===== config.mk =====
export PLATFORM = sky130hd
export DESIGN_NAME = flash_cmd_decoder
export DESIGN_NICKNAME = d
export VERILOG_FILES = /design/src/rtl/fcd_pkg.sv /design/src/rtl/fcd_status.sv /design/src/rtl/fcd_rdmux.sv /design/src/rtl/fcd_seq.sv /design/src/rtl/flash_cmd_decoder.sv
export SDC_FILE = /design/constraint.sdc
export NUM_CORES = 1
export LEC_CHECK = 0
export ABC_AREA = 1
export BUFFER_PORTS_ARGS = -buffer_cell sky130_fd_sc_hd__buf_2
export CAP_MARGIN = 30
export CORE_MARGIN = 2
export CORE_UTILIZATION = 51
export CTS_CLUSTER_DIAMETER = 50
export DETAILED_ROUTE_END_ITERATION = 10
export HOLD_SLACK_MARGIN = 0.1
export PLACE_DENSITY = 0.85
export SYNTH_ARGS = -nofsm -noshare
export SYNTH_HDL_FRONTEND = slang
export SYNTH_SLANG_ARGS = --single-unit

===== constraint.sdc =====
create_clock -name clk -period 4 [get_ports clk]
set_input_delay 0.8 -clock clk [delete_from_list [all_inputs] [get_ports clk]]
set_output_delay 0.8 -clock clk [all_outputs]
set_load 0.05 [all_outputs]

===== src/rtl/fcd_pkg.sv =====
package fcd_pkg;
  localparam int BYTE_W = 8;

  typedef enum logic [1:0] {RM_ARRAY, RM_IDENT, RM_STATUS} rmode_e;
  typedef enum logic [1:0] {SQ_IDLE, SQ_WSETUP, SQ_ESETUP} seq_e;
  typedef enum logic [1:0] {OP_NONE, OP_BWRITE, OP_ERASE} op_e;

  localparam logic [BYTE_W-1:0] CMD_RD_ARRAY = 8'hFF;
  localparam logic [BYTE_W-1:0] CMD_IDENT    = 8'h90;
  localparam logic [BYTE_W-1:0] CMD_RD_STAT  = 8'h70;
  localparam logic [BYTE_W-1:0] CMD_CLR_STAT = 8'h50;
  localparam logic [BYTE_W-1:0] CMD_ER_SETUP = 8'h20;
  localparam logic [BYTE_W-1:0] CMD_CONFIRM  = 8'hD0;
  localparam logic [BYTE_W-1:0] CMD_SUSPEND  = 8'hB0;
  localparam logic [BYTE_W-1:0] CMD_BW_SETUP = 8'h40;
  localparam logic [BYTE_W-1:0] CMD_BW_ALT   = 8'h10;

  // sticky field positions inside the 3-bit error vector
  localparam int STK_ER  = 2;
  localparam int STK_WR  = 1;
  localparam int STK_VPP = 0;
  localparam int STK_W   = 3;
endpackage


===== src/rtl/fcd_status.sv =====
module fcd_status
  import fcd_pkg::*;
(
  input  logic              clk,
  input  logic              rst_n,
  input  logic              ready_i,
  input  logic              susp_i,
  input  logic              set_er_i,
  input  logic              set_wr_i,
  input  logic              set_vpp_i,
  input  logic              clr_i,
  output logic              vpp_lock_o,
  output logic [BYTE_W-1:0] status_o
);
  localparam int PAD_W = BYTE_W - 2 - STK_W;

  logic [STK_W-1:0] sticky_q;
  logic [STK_W-1:0] set_vec;

  always_comb begin
    set_vec          = '0;
    set_vec[STK_ER]  = set_er_i;
    set_vec[STK_WR]  = set_wr_i;
    set_vec[STK_VPP] = set_vpp_i;
  end

  always_ff @(posedge clk or negedge rst_n) begin
    if (!rst_n)     sticky_q <= '0;
    else if (clr_i) sticky_q <= '0;
    else            sticky_q <= sticky_q | set_vec;
  end

  assign vpp_lock_o = sticky_q[STK_VPP];
  assign status_o   = {ready_i, susp_i, sticky_q, {PAD_W{1'b0}}};


  sticky_hold_chk: assert property (@(posedge clk) disable iff (!rst_n)
    !clr_i |=> ((sticky_q & $past(sticky_q)) == $past(sticky_q)));


  sticky_clear_chk: assert property (@(posedge clk) disable iff (!rst_n)
    clr_i |=> (sticky_q == '0));
endmodule


===== src/rtl/fcd_rdmux.sv =====
module fcd_rdmux
  import fcd_pkg::*;
#(
  parameter int AW = 20,
  parameter logic [BYTE_W-1:0] ID_MFR = 8'h89,
  parameter logic [BYTE_W-1:0] ID_DEV = 8'hA2
)(
  input  rmode_e            rmode_i,
  input  logic [AW-1:0]     rd_addr_i,
  input  logic [BYTE_W-1:0] mem_rdata_i,
  input  logic [BYTE_W-1:0] status_i,
  output logic [BYTE_W-1:0] rd_data_o
);
  localparam logic [AW-1:0] ADDR_MFR = '0;
  localparam logic [AW-1:0] ADDR_DEV = AW'(1);

  logic [BYTE_W-1:0] id_byte;

  always_comb begin
    if (rd_addr_i == ADDR_MFR)      id_byte = ID_MFR;
    else if (rd_addr_i == ADDR_DEV) id_byte = ID_DEV;
    else                            id_byte = '0;
  end

  always_comb begin
    case (rmode_i)
      RM_IDENT:  rd_data_o = id_byte;
      RM_STATUS: rd_data_o = status_i;
      default:   rd_data_o = mem_rdata_i;
    endcase

    if (rmode_i == RM_STATUS) begin
      status_pad_chk: assert (rd_data_o[2:0] == 3'b000);
    end
  end
endmodule


===== src/rtl/fcd_seq.sv =====
module fcd_seq
  import fcd_pkg::*;
#(
  parameter int AW = 20
)(
  input  logic              clk,
  input  logic              rst_n,
  input  logic              wr_stb_i,
  input  logic [AW-1:0]     wr_addr_i,
  input  logic [BYTE_W-1:0] wr_data_i,
  input  logic              vpp_ok_i,
  input  logic              vpp_lock_i,
  input  logic              eng_done_i,
  input  logic              eng_fail_i,
  input  logic              eng_susp_ack_i,
  output rmode_e            rmode_o,
  output logic              ready_o,
  output logic              susp_o,
  output logic              eng_start_o,
  output logic              eng_erase_o,
  output logic [AW-1:0]     eng_addr_o,
  output logic [BYTE_W-1:0] eng_wdata_o,
  output logic              eng_suspend_o,
  output logic              eng_resume_o,
  output logic              set_er_o,
  output logic              set_wr_o,
  output logic              set_vpp_o,
  output logic              clr_o
);
  rmode_e            rmode_q, rmode_n;
  seq_e              seq_q, seq_n;
  op_e               op_q, op_n;
  logic              susp_q, susp_n;
  logic              spend_q, spend_n;
  logic              start_q, start_n;
  logic              spulse_q, spulse_n;
  logic              resume_q, resume_n;
  logic              erase_q, erase_n;
  logic [AW-1:0]     addr_q, addr_n;
  logic [BYTE_W-1:0] wdata_q, wdata_n;
  logic              go, go_erase;

  always_comb begin
    rmode_n  = rmode_q;
    seq_n    = seq_q;
    op_n     = op_q;
    susp_n   = susp_q;
    spend_n  = spend_q;
    start_n  = 1'b0;
    spulse_n = 1'b0;
    resume_n = 1'b0;
    erase_n  = erase_q;
    addr_n   = addr_q;
    wdata_n  = wdata_q;
    set_er_o = 1'b0;
    set_wr_o = 1'b0;
    set_vpp_o = 1'b0;
    clr_o    = 1'b0;
    go       = 1'b0;
    go_erase = 1'b0;

    // engine feedback
    if (eng_done_i && op_q != OP_NONE) begin
      op_n    = OP_NONE;
      susp_n  = 1'b0;
      spend_n = 1'b0;
      if (eng_fail_i) begin
        if (op_q == OP_ERASE) set_er_o = 1'b1;
        else                  set_wr_o = 1'b1;
      end
    end
    if (eng_susp_ack_i && spend_q) begin
      susp_n  = 1'b1;
      spend_n = 1'b0;
    end

    // command decode
    if (wr_stb_i) begin
      case (seq_q)
        SQ_WSETUP: begin
          seq_n   = SQ_IDLE;
          rmode_n = RM_STATUS;
          go      = 1'b1;
        end
        SQ_ESETUP: begin
          seq_n   = SQ_IDLE;
          rmode_n = RM_STATUS;
          if (wr_data_i == CMD_CONFIRM) begin
            go       = 1'b1;
            go_erase = 1'b1;
          end else begin
            set_er_o = 1'b1;
            set_wr_o = 1'b1;
          end
        end
        default: begin
          if (op_q == OP_BWRITE) begin
            if (wr_data_i == CMD_RD_STAT) rmode_n = RM_STATUS;
          end else if (op_q == OP_ERASE && !susp_q) begin
            if (wr_data_i == CMD_RD_STAT) begin
              rmode_n = RM_STATUS;
            end else if (wr_data_i == CMD_SUSPEND && !spend_q) begin
              spend_n  = 1'b1;
              spulse_n = 1'b1;
              rmode_n  = RM_STATUS;
            end
          end else if (susp_q) begin
            case (wr_data_i)
              CMD_RD_ARRAY: rmode_n = RM_ARRAY;
              CMD_RD_STAT:  rmode_n = RM_STATUS;
              CMD_CONFIRM: begin
                resume_n = 1'b1;
                susp_n   = 1'b0;
                rmode_n  = RM_STATUS;
              end
              default: ;
            endcase
          end else begin
            case (wr_data_i)
              CMD_RD_ARRAY: rmode_n = RM_ARRAY;
              CMD_IDENT:    rmode_n = RM_IDENT;
              CMD_RD_STAT:  rmode_n = RM_STATUS;
              CMD_CLR_STAT: clr_o   = 1'b1;
              CMD_ER_SETUP: seq_n   = SQ_ESETUP;
              CMD_BW_SETUP: seq_n   = SQ_WSETUP;
              CMD_BW_ALT:   seq_n   = SQ_WSETUP;
              default: ;
            endcase
          end
        end
      endcase
    end

    // start gate: supply lock refuses, low supply flags and refuses
    if (go && !vpp_lock_i) begin
      if (!vpp_ok_i) begin
        set_vpp_o = 1'b1;
      end else begin
        start_n = 1'b1;
        op_n    = go_erase ? OP_ERASE : OP_BWRITE;
        erase_n = go_erase;
        addr_n  = wr_addr_i;
        wdata_n = wr_data_i;
      end
    end
  end

  always_ff @(posedge clk or negedge rst_n) begin
    if (!rst_n) begin
      rmode_q  <= RM_ARRAY;
      seq_q    <= SQ_IDLE;
      op_q     <= OP_NONE;
      susp_q   <= 1'b0;
      spend_q  <= 1'b0;
      start_q  <= 1'b0;
      spulse_q <= 1'b0;
      resume_q <= 1'b0;
      erase_q  <= 1'b0;
      addr_q   <= '0;
      wdata_q  <= '0;
    end else begin
      rmode_q  <= rmode_n;
      seq_q    <= seq_n;
      op_q     <= op_n;
      susp_q   <= susp_n;
      spend_q  <= spend_n;
      start_q  <= start_n;
      spulse_q <= spulse_n;
      resume_q <= resume_n;
      erase_q  <= erase_n;
      addr_q   <= addr_n;
      wdata_q  <= wdata_n;
    end
  end

  assign rmode_o       = rmode_q;
  assign ready_o       = (op_q == OP_NONE) || susp_q;
  assign susp_o        = susp_q;
  assign eng_start_o   = start_q;
  assign eng_erase_o   = erase_q;
  assign eng_addr_o    = addr_q;
  assign eng_wdata_o   = wdata_q;
  assign eng_suspend_o = spulse_q;
  assign eng_resume_o  = resume_q;


  start_pulse_chk: assert property (@(posedge clk) disable iff (!rst_n)
    eng_start_o |=> !eng_start_o);


  susp_req_chk: assert property (@(posedge clk) disable iff (!rst_n)
    eng_suspend_o |-> (op_q == OP_ERASE));


  susp_state_chk: assert property (@(posedge clk) disable iff (!rst_n)
    susp_q |-> (op_q == OP_ERASE && !spend_q));


  vpp_refuse_chk: assert property (@(posedge clk) disable iff (!rst_n)
    (vpp_lock_i && wr_stb_i && seq_q != SQ_IDLE) |=> !eng_start_o);


  ready_busy_chk: assert property (@(posedge clk) disable iff (!rst_n)
    eng_start_o |-> !ready_o);
endmodule


===== src/rtl/flash_cmd_decoder.sv =====
module flash_cmd_decoder
  import fcd_pkg::*;
#(
  parameter int AW = 20,
  parameter logic [7:0] ID_MFR = 8'h89,
  parameter logic [7:0] ID_DEV = 8'hA2
)(
  input  logic          clk,
  input  logic          rst_n,
  input  logic          wr_stb,
  input  logic [AW-1:0] wr_addr,
  input  logic [7:0]    wr_data,
  input  logic [AW-1:0] rd_addr,
  output logic [7:0]    rd_data,
  input  logic [7:0]    mem_rdata,
  input  logic          vpp_ok,
  output logic          ready,
  output logic          eng_start,
  output logic          eng_erase,
  output logic [AW-1:0] eng_addr,
  output logic [7:0]    eng_wdata,
  output logic          eng_suspend,
  output logic          eng_resume,
  input  logic          eng_done,
  input  logic          eng_fail,
  input  logic          eng_susp_ack
);
  rmode_e            rmode;
  logic              susp;
  logic              set_er, set_wr, set_vpp, clr;
  logic              vpp_lock;
  logic [BYTE_W-1:0] status;

  fcd_seq #(.AW(AW)) u_seq (
    .clk            (clk),
    .rst_n          (rst_n),
    .wr_stb_i       (wr_stb),
    .wr_addr_i      (wr_addr),
    .wr_data_i      (wr_data),
    .vpp_ok_i       (vpp_ok),
    .vpp_lock_i     (vpp_lock),
    .eng_done_i     (eng_done),
    .eng_fail_i     (eng_fail),
    .eng_susp_ack_i (eng_susp_ack),
    .rmode_o        (rmode),
    .ready_o        (ready),
    .susp_o         (susp),
    .eng_start_o    (eng_start),
    .eng_erase_o    (eng_erase),
    .eng_addr_o     (eng_addr),
    .eng_wdata_o    (eng_wdata),
    .eng_suspend_o  (eng_suspend),
    .eng_resume_o   (eng_resume),
    .set_er_o       (set_er),
    .set_wr_o       (set_wr),
    .set_vpp_o      (set_vpp),
    .clr_o          (clr)
  );

  fcd_status u_status (
    .clk        (clk),
    .rst_n      (rst_n),
    .ready_i    (ready),
    .susp_i     (susp),
    .set_er_i   (set_er),
    .set_wr_i   (set_wr),
    .set_vpp_i  (set_vpp),
    .clr_i      (clr),
    .vpp_lock_o (vpp_lock),
    .status_o   (status)
  );

  fcd_rdmux #(.AW(AW), .ID_MFR(ID_MFR), .ID_DEV(ID_DEV)) u_rdmux (
    .rmode_i     (rmode),
    .rd_addr_i   (rd_addr),
    .mem_rdata_i (mem_rdata),
    .status_i    (status),
    .rd_data_o   (rd_data)
  );
endmodule


==> Word level (Yosys, flattened, before mapping) <==
Cells that the tools add are included.
W data, S select, Z words.
{ "op_classes": {"reduce_logical": 20, "n_eq_ne": 22, "n_bitwise": 1, "n_mux": 76} }
{ "ops": {"columns": ["op", "count"], "rows": [
  ["$mux W1", 53],
  ["$eq A8 B8 Y1 const B", 4],
  ["$mux W2", 15],
  ["$eq A8 B7 Y1 const B", 3],
  ["$eq A20 B1 Y1 const B", 1],
  ["$logic_not A20 Y1", 1],
  ["$mux W8", 2],
  ["$pmux W8 S2", 1],
  ["$reduce_and A5 Y1", 2],
  ["$eq A8 B5 Y1 const B", 1],
  ["$eq A8 B6 Y1 const B", 1],
  ["$pmux W2 S2", 2],
  ["$eq A2 B1 Y1 const B", 3],
  ["$eq A2 B2 Y1 const B", 3],
  ["$ne A2 B2 Y1 const B", 3],
  ["$ne A6 B6 Y1 const B", 1],
  ["$pmux W2 S3", 1],
  ["$reduce_bool A6 Y1", 1],
  ["$reduce_or A2 Y1", 3],
  ["$logic_and A1 B1 Y1", 5],
  ["$ne A4 B3 Y1 const B", 1],
  ["$logic_not A1 Y1", 3],
  ["$mux W3", 1],
  ["$ne A3 B3 Y1 const B", 1],
  ["7 further kinds", 7]
]} }
{ "totals": {"input_bits": 63, "register_bits": 43, "wordCells": 131} }

==> Longest topological paths before layout <==
Gate-level depths: netlist of run 1.
{ "depth": {"depth_word": 10, "depth_mapped": 10} }

==> Modules after synthesis <==
Synthesis of run 1 repeated with hierarchy kept, for this count alone.
{ "hier_totals": {"hier_cells": 338, "area_unflattened_um2": 2448.6} }
{ "by_module_without_submodules": {"columns": ["module", "cells_each", "seq_area_each_um2", "area_each_um2", "instances"], "rows": [
  ["fcd_seq", 254, 1001.0, 1994.4, 1],
  ["fcd_rdmux", 68, 0.0, 307.8, 1],
  ["fcd_status", 16, 75.1, 146.4, 1]
]} }

==> Worst setup path after synthesis of run 1 <==
No wires, ideal clock.
{ "synth_path": {"kind": "flip-flop to output port", "start": "reg u_seq.op_q[0]", "end": "out rd_data[7]", "t_required_ns": 3.200, "path_slack_ns": 0.718, "stages_incl_launch_ff": 6, "arrival_ns": 2.482, "path_buffers": 0, "path_cell_list": "dfrtp_1 -> o21ai_0 -> nand2_1 -> nand2_1 -> nor2_1 -> nor2_1"} }
{ "synth_between": {"elab_chain_cells": 3} }
{ "synth_lines": {"columns": ["item", "line_no", "rtl"], "rows": [
  ["start, declared", "fcd_seq.sv:32", "op_e op_q, op_n;"],
  ["start signal, assigned", "fcd_seq.sv:164", "op_q <= op_n;"],
  ["$logic_not A2 Y1", "fcd_seq.sv:177", "assign ready_o = (op_q == OP_NONE) || susp_q;"],
  ["$logic_or A1 B1 Y1", "fcd_seq.sv:177", null],
  ["net ready", "flash_cmd_decoder.sv:17", "output logic ready,"],
  ["$pmux W8 S2", "fcd_rdmux.sv:26", "case (rmode_i)"],
  ["end, declared", "flash_cmd_decoder.sv:14", "output logic [7:0] rd_data,"]
]} }
The timed path passes the listed nets, and every way through them passes these cells.

==> Worst setup path after layout of run 1 <==
{ "layout_path": {"start": "in rd_addr[11]", "end": "out rd_data[3]"} }
{ "layout_between": {"elab_chain_cells": 3} }
{ "layout_lines": {"columns": ["item", "line_no", "rtl"], "rows": [
  ["start, declared", "flash_cmd_decoder.sv:13", "input logic [AW-1:0] rd_addr,"],
  ["$logic_not A20 Y1", "fcd_rdmux.sv:20", "if (rd_addr_i == ADDR_MFR) id_byte = ID_MFR;"],
  ["$mux W8", "fcd_rdmux.sv:20", null],
  ["$pmux W8 S2", "fcd_rdmux.sv:26", null]
]} }
Every way passes these cells.

==> flow_summary.ini, run 1 <==
[power]
p_leak_nw = 1.87
power_density_nw_per_um2 = 437
peakVddDrop_v = 0.000295
p_total_mw = 1.32

[clock_tree]
cts.reportedPaths.clkPinSlew_ns = 0.08
cts_tree = done
numCtsBuffers = 5
cts_setup_buffers = 0
clockBufferDepth = 2
post_cts_resized = 0
clk_latency_ns = 0.30
clock_sinks = 43
cts_hold_buf = 0
root_buffer = clkbuf_8
htreeDepth = 2

[flow_run]
max-cap-violations = 0

[synthesis]
yosysTopAreaCell = dfrtp_1
synth-main-ff-cell = dfrtp_1
synth.distinct_cells = 24
async_reset_ff_share_pct = 100
synth_cells = 314
syn_area_um2 = 2370
avgSynthCellArea_um2 = 7.54
synthTopCellsByArea = dfrtp_1 (45%), nand2_1 (16%), o21ai_0 (8.9%)
synth_warnings = 0
synth_nets = 381
synth_seq_area_share_pct = 45.4
synth-edff-count = 0
synthTopCellsByCount = nand2_1 (98), dfrtp_1 (43), o21ai_0 (42), inv_1 (32), nor2_1 (25)
yosysMostFrequentCell = nand2_1
ys_seq_elements = 43
synth_top_area_share_pct = 45.4

[timing]
setup_viol = 0
slew_viol_final = 0
fmax_mhz = 349
min_period_ns = 2.86
slew_headroom_pct = 38.2
hold_viol_final = 0
tns_ns = 0
holdWs_ns = 0.496
tightest_slew_ns = 0.927
final.period_utilization_pct = 71.6
rsz0062_at_grt = false
worst_slack_ns = 1.14
final.setup_skew_ns = 0.00616

[worst_setup_path]
r2r-start = u_seq.seq_q[0]
setup.worst_path.start = rd_addr[11]
path_buf_inv = 2
crit_type = in2out
worstPathRequired_ns = 3.20
cp_slowest_stage_delay_ns = 0.29
path_max_fanout = 3
crit_path_start_kind = primary input
crit_chain = buf_2 -> nor2_1 -> nand2_1 -> nor2_1 -> nand3_1 -> o21ai_0 -> o21ai_0 -> nand2_1 -> buf_2
critPathTopFamily = simple AND/OR/NAND/NOR gates
critPathArrivalTime_ns = 2.06
crit_slowest_cell = o21ai_0
endpoint_kind = primary output

[floorplanning]
die_h_um = 72.2
dieWidth_um = 72.2
coreArea_um2 = 4410
ioPinCount = 104
start_util_pct = 53.7
rows = 24
dieArea_um2 = 5210

[status]
status = finished, final reports clean

[hold_path]
hp-class = reg2reg
holdCritStartpoint = u_seq.eng_addr_o[16]

[global_route]
first_global_vias = 2207
overflow = 0
grt_pass1_wl_um = 9330
antenna_found_initial = 0
grt_max_degree = 44
grt_use_total_pct = 22.6

[drt]
antenna_left = 0
via_per_inst = 5.00
wirelength_um = 5470
drt_first_pass_iters = 4
drt_iter0_drc = 84
vias = 2336
wl_per_cell_um = 11.7
drcViolationCount = 0

[placed_design]
portBuffers = 103
place_hpwl_um = 4050
gp_congestion = 0.838
post-place-ws_ns = 1.13

[finish]
num_antenna_cells = 0
drive_above_1_share_pct = 31.1
num-nets-final = 481
areaGrowthSynthToFinish_pct = 27.2
## power by group
part	total [mW]	internal [mW]	switching, mW
registers	0.473	0.459	0.0141
logic	0.447	0.119	0.327
clock network	0.397	0.250	0.148
total	1.32	0.828	0.489
## per-layer routing
layer | global-route usage [%] | share of wire, %
met5 | 0 | 0
met4 | 6.08 | 1.0
met3 | 5.28 | 7.7
met2 | 39.4 | 47
met1 | 28.1 | 44
## cells by family (layout without fill, tap and decap cells)
logic type | after synthesis | in the layout | share of synthesized area (%)
simple gates | 173 | 173 | 32.6
compound gates | 48 | 48 | 11.0
buf+inv | 46 | 147 | 8.77
flops | 43 | 43 | 45.4
fa+ha+maj | 4 | 4 | 2.11
## flip-flops by register name, indices dropped and copies added (netlist names)
signal               cells
u_seq.eng_addr_o        20
u_seq.eng_erase_o        1
u_seq.eng_resume_o       1
u_seq.eng_start_o        1
u_seq.eng_suspend_o      1
u_seq.eng_wdata_o        8
u_seq.op_q               2
u_seq.rmode_o            2
u_seq.seq_q              2
u_seq.spend_q            1
u_seq.susp_o             1
u_status.sticky_q        3
## through the flow
step | instance area [um2] | instances | utilization, %
floorplan | 2370 | 314 | -
global placement | 2880 | 459 | 65.2
detailed placement | 2880 | 459 | 65.2
CTS | 3010 | 467 | 68.3
global route | 3010 | 467 | 68.3
finish | 3010 | 467 | 68.3
## path summary, 6_finish.rpt
check / to / slack (ns) / cells past startpoint
worst min register to register: u_seq.eng_addr_o[16] / 0.50 / 2
worst min-delay path: u_seq.eng_addr_o[16] / 0.50 / 2
max in group asynchronous: u_seq.eng_wdata_o[2] / 2.79 / 1
worst max register to register: u_seq.op_q[1] / 1.75 / 7
min in group asynchronous: u_seq.eng_addr_o[7] / 0.64 / 1
worst max-delay path: rd_data[3] / 1.14 / 9
## cell type report
type	count	area (um2)
fill	388	1400
multi-input combinational	225	1080
sequential	43	1080
timing repair buffer	104	523
inverter	35	131
clock buffer	6	72.6
tap	52	65.1
clock inverter	2	60.1
## worst register-to-register path, stage by stage (launching register included)
cell and delay [ns]:
dfrtp_1 0.37, inv_1 0.05, ha_1 0.39, nor3_1 0.40, nand2_4 0.28, nor2_8 0.46, nand2_1 0.12, o21ai_0 0.09
## layout by cell type (no fill, tap or decap)
master	netlist	final
buf_2	0	103
nand2_1	98	98
dfrtp_1	43	43
o21ai_0	42	42
inv_1	32	32
nor2_1	25	25
nand3_1	22	22
nand2_2	9	9
nor3_1	6	6
nand4_1	5	5
clkbuf_8	0	5
ha_1	4	4
inv_2	3	3
o21a_1	3	3
nor4_1	2	2
nor2_4	2	2
nand2_4	2	2
a21oi_1	2	2
bufinv_16	0	2
o21bai_4	1	1
nor2_8	1	1
nand2b_1	1	1
clkbuf_1	3	1
buf_4	1	1
Power figures use the tool's default switching activity.
==> run 2, diff against run 1 <==
CORE_UTILIZATION = 47   (was 51)
PLACE_DENSITY = 0.79   (was 0.85)
clock period = 2.95 ns   (was 4 ns; I/O delays follow)
==> run 2 against run 1 <==
  * Sequential share of layout area decreased by 0.66 points
  * Highest routed layer unchanged
  * Core utilization fell by 4.1 points
  * Worst hold slack got worse by 0.0090 ns
  * Final cell count rose by 3.9%
  * Design area grew 1.9%
==> flow_summary.ini, run 2 (same netlist as run 1, synthesis figures left out) <==
[drt]
vias = 2348
antenna_left = 0
via_per_inst = 4.84
drt_iter0_drc = 119
wl_per_cell_um = 11.4
drt_first_pass_iters = 4
wirelength_um = 5550
drcViolationCount = 0

[floorplanning]
dieWidth_um = 75.0
ioPinCount = 104
start_util_pct = 49.5
die_h_um = 75.0
coreArea_um2 = 4790
rows = 25
dieArea_um2 = 5620

[clock_tree]
cts_setup_buffers = 0
clock_sinks = 43
post_cts_resized = 0
cts_tree = done
numCtsBuffers = 5
clockBufferDepth = 2
cts.reportedPaths.clkPinSlew_ns = 0.08
htreeDepth = 2
clk_latency_ns = 0.30
root_buffer = clkbuf_8

[finish]
areaGrowthSynthToFinish_pct = 29.6
multiInputGateArea_um2 = 1080
seqCellArea_um2 = 1080
final_cell_mix = buf_2 (103), nand2_1 (98), dfrtp_1 (43), o21ai_0 (41), inv_1 (32)
num_antenna_cells = 0
fin_area_um2 = 3070
drive_above_1_share_pct = 31.3
largest_reg_flops = 20
fillers = 460
layout_commonest_cell = buf_2
num-nets-final = 484

[global_route]
grt_pass1_wl_um = 8940
grt_max_degree = 44
antenna_found_initial = 0
grt_use_total_pct = 20.4
first_global_vias = 2158
overflow = 0

[timing]
final.period_utilization_pct = 82.6
tightest_slew_ns = 0.628
worst_slack_ns = 0.512
final.setup_skew_ns = 0.00701
slew_headroom_pct = 58.1
min_period_ns = 2.44
hold_viol_final = 0
rsz0062_at_grt = false
holdWs_ns = 0.487
fmax_mhz = 410
setup_viol = 0
slew_viol_final = 0
tns_ns = 0

[placed_design]
portBuffers = 103
post-place-ws_ns = 0.509
gp_congestion = 0.807
postPlaceCellArea_um2 = 2910
place_hpwl_um = 4160

[power]
p_leak_nw = 1.89
power_density_nw_per_um2 = 582
peakVddDrop_v = 0.000362

[flow_run]
max-cap-violations = 0

[worst_setup_path]
worstPathRequired_ns = 2.36
path_max_fanout = 3
critPathArrivalTime_ns = 1.85
crit_path_start_kind = flip-flop
crit_type = reg2out
endpoint_kind = primary output

[hold_path]
hp-class = in2reg

[status]
status = finished, final reports clean
==> run 2: routing by layer <==
| metal | vias up | GRT usage, % | part of all wire (%) |
|---|---|---|---|
| met2 | 80 | 36.7 | 48 |
| met4 | 0 | 4.37 | 0.76 |
| met5 | - | 0 | 0 |
| met1 | 1059 | 24.7 | 44 |
| met3 | 6 | 4.82 | 7.1 |
| li1 | 1203 | - | - |
==> run 2: where the power goes <==
part,total [mW],internal (mW),switching [mW],leakage [nW]
sequential,0.641,0.622,0.0194,0.587
combinational,0.610,0.166,0.445,1.23
clock,0.536,0.338,0.198,0.0654
==> run 2: path summary, 6_finish.rpt <==
check                                  endpoint            startpoint  depth (start not counted)  slack (ns)
max                                  rd_data[5]      u_seq.rmode_o[1]                          9        0.51
min                        u_seq.eng_addr_o[10]           wr_addr[10]                          3        0.49
max reg2reg                       u_seq.op_q[1]        u_seq.seq_q[0]                          7        0.93
min reg2reg                u_seq.eng_wdata_o[2]  u_seq.eng_wdata_o[2]                          2        0.50
max in group asynchronous  u_seq.eng_wdata_o[4]                 rst_n                          3        1.93
min in group asynchronous  u_seq.eng_addr_o[19]                 rst_n                          2        0.62
==> run 2: repair_timing <==
item                       CTS  global route
setup endpoints to repair    0             0
hold endpoints to repair     0             1
hold buffers                 0             1
==> run 2: metrics by stage <==
step / total power, mW / util [%] / cells
after global placement: 1.25 / 60.7 / 475
after global routing: 1.89 / 64.1 / 485
after floorplan: 1.10 / - / 314
after CTS: 1.80 / 63.5 / 483
after detailed placement: 1.26 / 60.7 / 475
final: 1.79 / 64.1 / 485
==> run 2: final cells by class <==
cell class	instances	share of cell area, %
Multi-Input combinational cell	225	35.3
Sequential cell	43	35.1
Timing Repair Buffer	107	18.3
Inverter	35	4.28
Tap cell	67	2.73
Clock buffer	6	2.36
Clock inverter	2	1.96
==> run 2: critical path: stages (launching register included) <==
cell and delay [ns]:
dfrtp_1 0.40, inv_1 0.06, ha_1 0.13, inv_1 0.05, nor4_1 0.23, nand3_1 0.15, nand2_1 0.11, o21ai_0 0.08
o21ai_0 0.07, buf_2 0.28
==> run 3, diff against run 2 <==
ABC_AREA = 0   (was 1)
CORE_UTILIZATION = 46   (was 47)
clock period = 2.45 ns   (was 2.95 ns; I/O delays follow)
==> run 3 against run 2 <==
  * Sequential power up 42%
  * Area after synthesis down 7.2%
  * Combinational power up 120%
  * Worst setup slack worse by 0.48 ns
  * Largest cell class is now flip-flops and latches
==> flow_summary.ini, run 3 <==
[drt]
vias = 1888
drt_first_pass_iters = 4
via_per_inst = 5.24
antenna_left = 0
wl_per_cell_um = 13.8
drt_iter0_drc = 137
wirelength_um = 4980
drcViolationCount = 0

[synthesis]
synth-edff-count = 0
async_reset_ff_share_pct = 100
yosysTopAreaCell = dfrtp_1
synthTopCellsByCount = dfrtp_1 (43), mux2_2 (26), nand2_1 (15), o21ai_0 (10)
synth_nets = 262
synth_warnings = 0
synth_top_area_share_pct = 48.9
yosysMostFrequentCell = dfrtp_1
avgSynthCellArea_um2 = 11.3
syn_area_um2 = 2200
ys_seq_elements = 43
synth_cells = 195
synth-main-ff-cell = dfrtp_1
synth_seq_area_share_pct = 48.9
synth.distinct_cells = 44
synthTopCellsByArea = dfrtp_1 (49%), mux2_2 (13%), nand2_1 (2.6%)

[clock_tree]
numCtsBuffers = 5
root_buffer = clkbuf_8
clockBufferDepth = 2
cts_hold_buf = 0
cts.reportedPaths.clkPinSlew_ns = 0.09
clock_sinks = 43
cts_tree = done
clk_latency_ns = 0.29
htreeDepth = 2

[finish]
num-nets-final = 372
multiInputGateArea_um2 = 1070
drive_above_1_share_pct = 52.3
layout_commonest_cell = buf_2
fillers = 380
num_antenna_cells = 0
areaGrowthSynthToFinish_pct = 34.3
largest_reg_flops = 20
seqCellArea_um2 = 1080
final_cell_mix = buf_2 (99), dfrtp_1 (43), mux2_2 (26), nand2_1 (15), nor2_1 (9)
fin_area_um2 = 2950

[worst_setup_path]
path_max_fanout = 3
r2r-start = u_seq.seq_q[0]
reg2reg_to = u_seq.eng_addr_o[19]
crit_type = reg2out
crit_path_start_kind = flip-flop
critPathArrivalTime_ns = 1.93
worstPathRequired_ns = 1.96
r2r_cells = 6
endpoint_kind = primary output
r2r_setup_slack_ns = 0.48

[power]
power_density_nw_per_um2 = 924
p_leak_nw = 1.55
peakVddDrop_v = 0.000549
p_total_mw = 2.73

[timing]
fmax_mhz = 413
tightest_slew_ns = 0.477
rsz0062_at_grt = true
setup_viol = 0
slew_viol_final = 0
final.period_utilization_pct = 98.7
final.setup_skew_ns = 0.00834
slew_headroom_pct = 68.0
holdWs_ns = 0.104
min_period_ns = 2.42
hold_viol_final = 0

[floorplanning]
rows = 25
coreArea_um2 = 4660
dieArea_um2 = 5350
ioPinCount = 104
die_h_um = 73.1
start_util_pct = 47.2
dieWidth_um = 73.1

[global_route]
overflow = 0
grt_use_total_pct = 19.1
antenna_found_initial = 0
grt_pass1_wl_um = 8020
grt_max_degree = 35
first_global_vias = 1769

[placed_design]
gp_congestion = 0.908
postPlaceCellArea_um2 = 2790
place_hpwl_um = 3840
portBuffers = 103

[hold_path]
hp-class = in2async

[flow_run]
max-cap-violations = 0

[status]
status = finished, final reports clean
run 3: metal layers:
layer / share of wire (%) / global-route usage [%] / wire, um
met5: 0 / 0 / 0
met4: 0.64 / 3.91 / 32
met3: 7.9 / 6.35 / 395
met2: 48 / 31.9 / 2380
met1: 44 / 24.1 / 2170
run 3: what timing repair did:
item | 4_1_cts | 5_1_grt
gates resized for setup | 8 | 7
endpoints found under the setup margin | 4 | 4
buffers inserted | 0 | 1
pin swaps | 2 | 1
run 3: cell type report:
cell class	instances	area share (%)
well taps	54	2.29
clock inverters	2	0.466
inverters	9	1.14
clock buffers	6	2.80
multi-input cells	135	36.1
repair buffers	111	20.8
flip-flops and latches	43	36.4
run 3: metrics by stage:
step | utilization [%] | instances | TNS (ns) | setup slack (ns)
floorplan | - | 195 | -0.627 | -0.273
global placement | 59.9 | 351 | 0 | 0.121
detailed placement | 59.9 | 351 | 0 | 0.115
CTS | 62.6 | 359 | 0 | 0.00353
global route | 63.4 | 360 | -0.181 | -0.0807
finish | 63.4 | 360 | 0 | 0.0308
run 3: kinds of logic after synthesis:
family	Yosys count	synth area share, %
flip-flops	43	48.9
AND/OR/NAND/NOR	67	17.9
AO/OA/AOI/OAI	32	10.8
buffers and inverters	17	3.98
multiplexers	30	15.3
XOR/XNOR	2	0.797
adder cells (fa/ha/maj)	4	2.28
run 3: how the worst max path moves through the flow:
stage / end / slack [ns] / start / depth (start not counted)
floorplan: rd_data[0] / -0.27 / rd_addr[10] / 4
global placement: rd_data[5] / 0.12 / rd_addr[10] / 7
detailed placement: u_seq.rmode_o[0] / 0.12 / wr_data[0] / 6
CTS: rd_data[5] / 0.004 / u_seq.rmode_o[1] / 8
global route: rd_data[3] / -0.08 / u_seq.rmode_o[1] / 9
finish: rd_data[5] / 0.03 / u_seq.rmode_o[1] / 8
run 3: worst max-delay path: stages (launching register included):
cell and delay (ns):
dfrtp_1 0.39, inv_2 0.08, ha_4 0.11, nor4b_2 0.16, and3_1 0.19, nand3_2 0.09, o2bb2a_2 0.28, o21ai_1 0.16
buf_6 0.18
run 3: report_power, final:
part | internal, mW | switching, mW
Sequential | 0.840 | 0.0724
Combinational | 0.427 | 0.914
Clock | 0.231 | 0.244
Total | 1.50 | 1.23
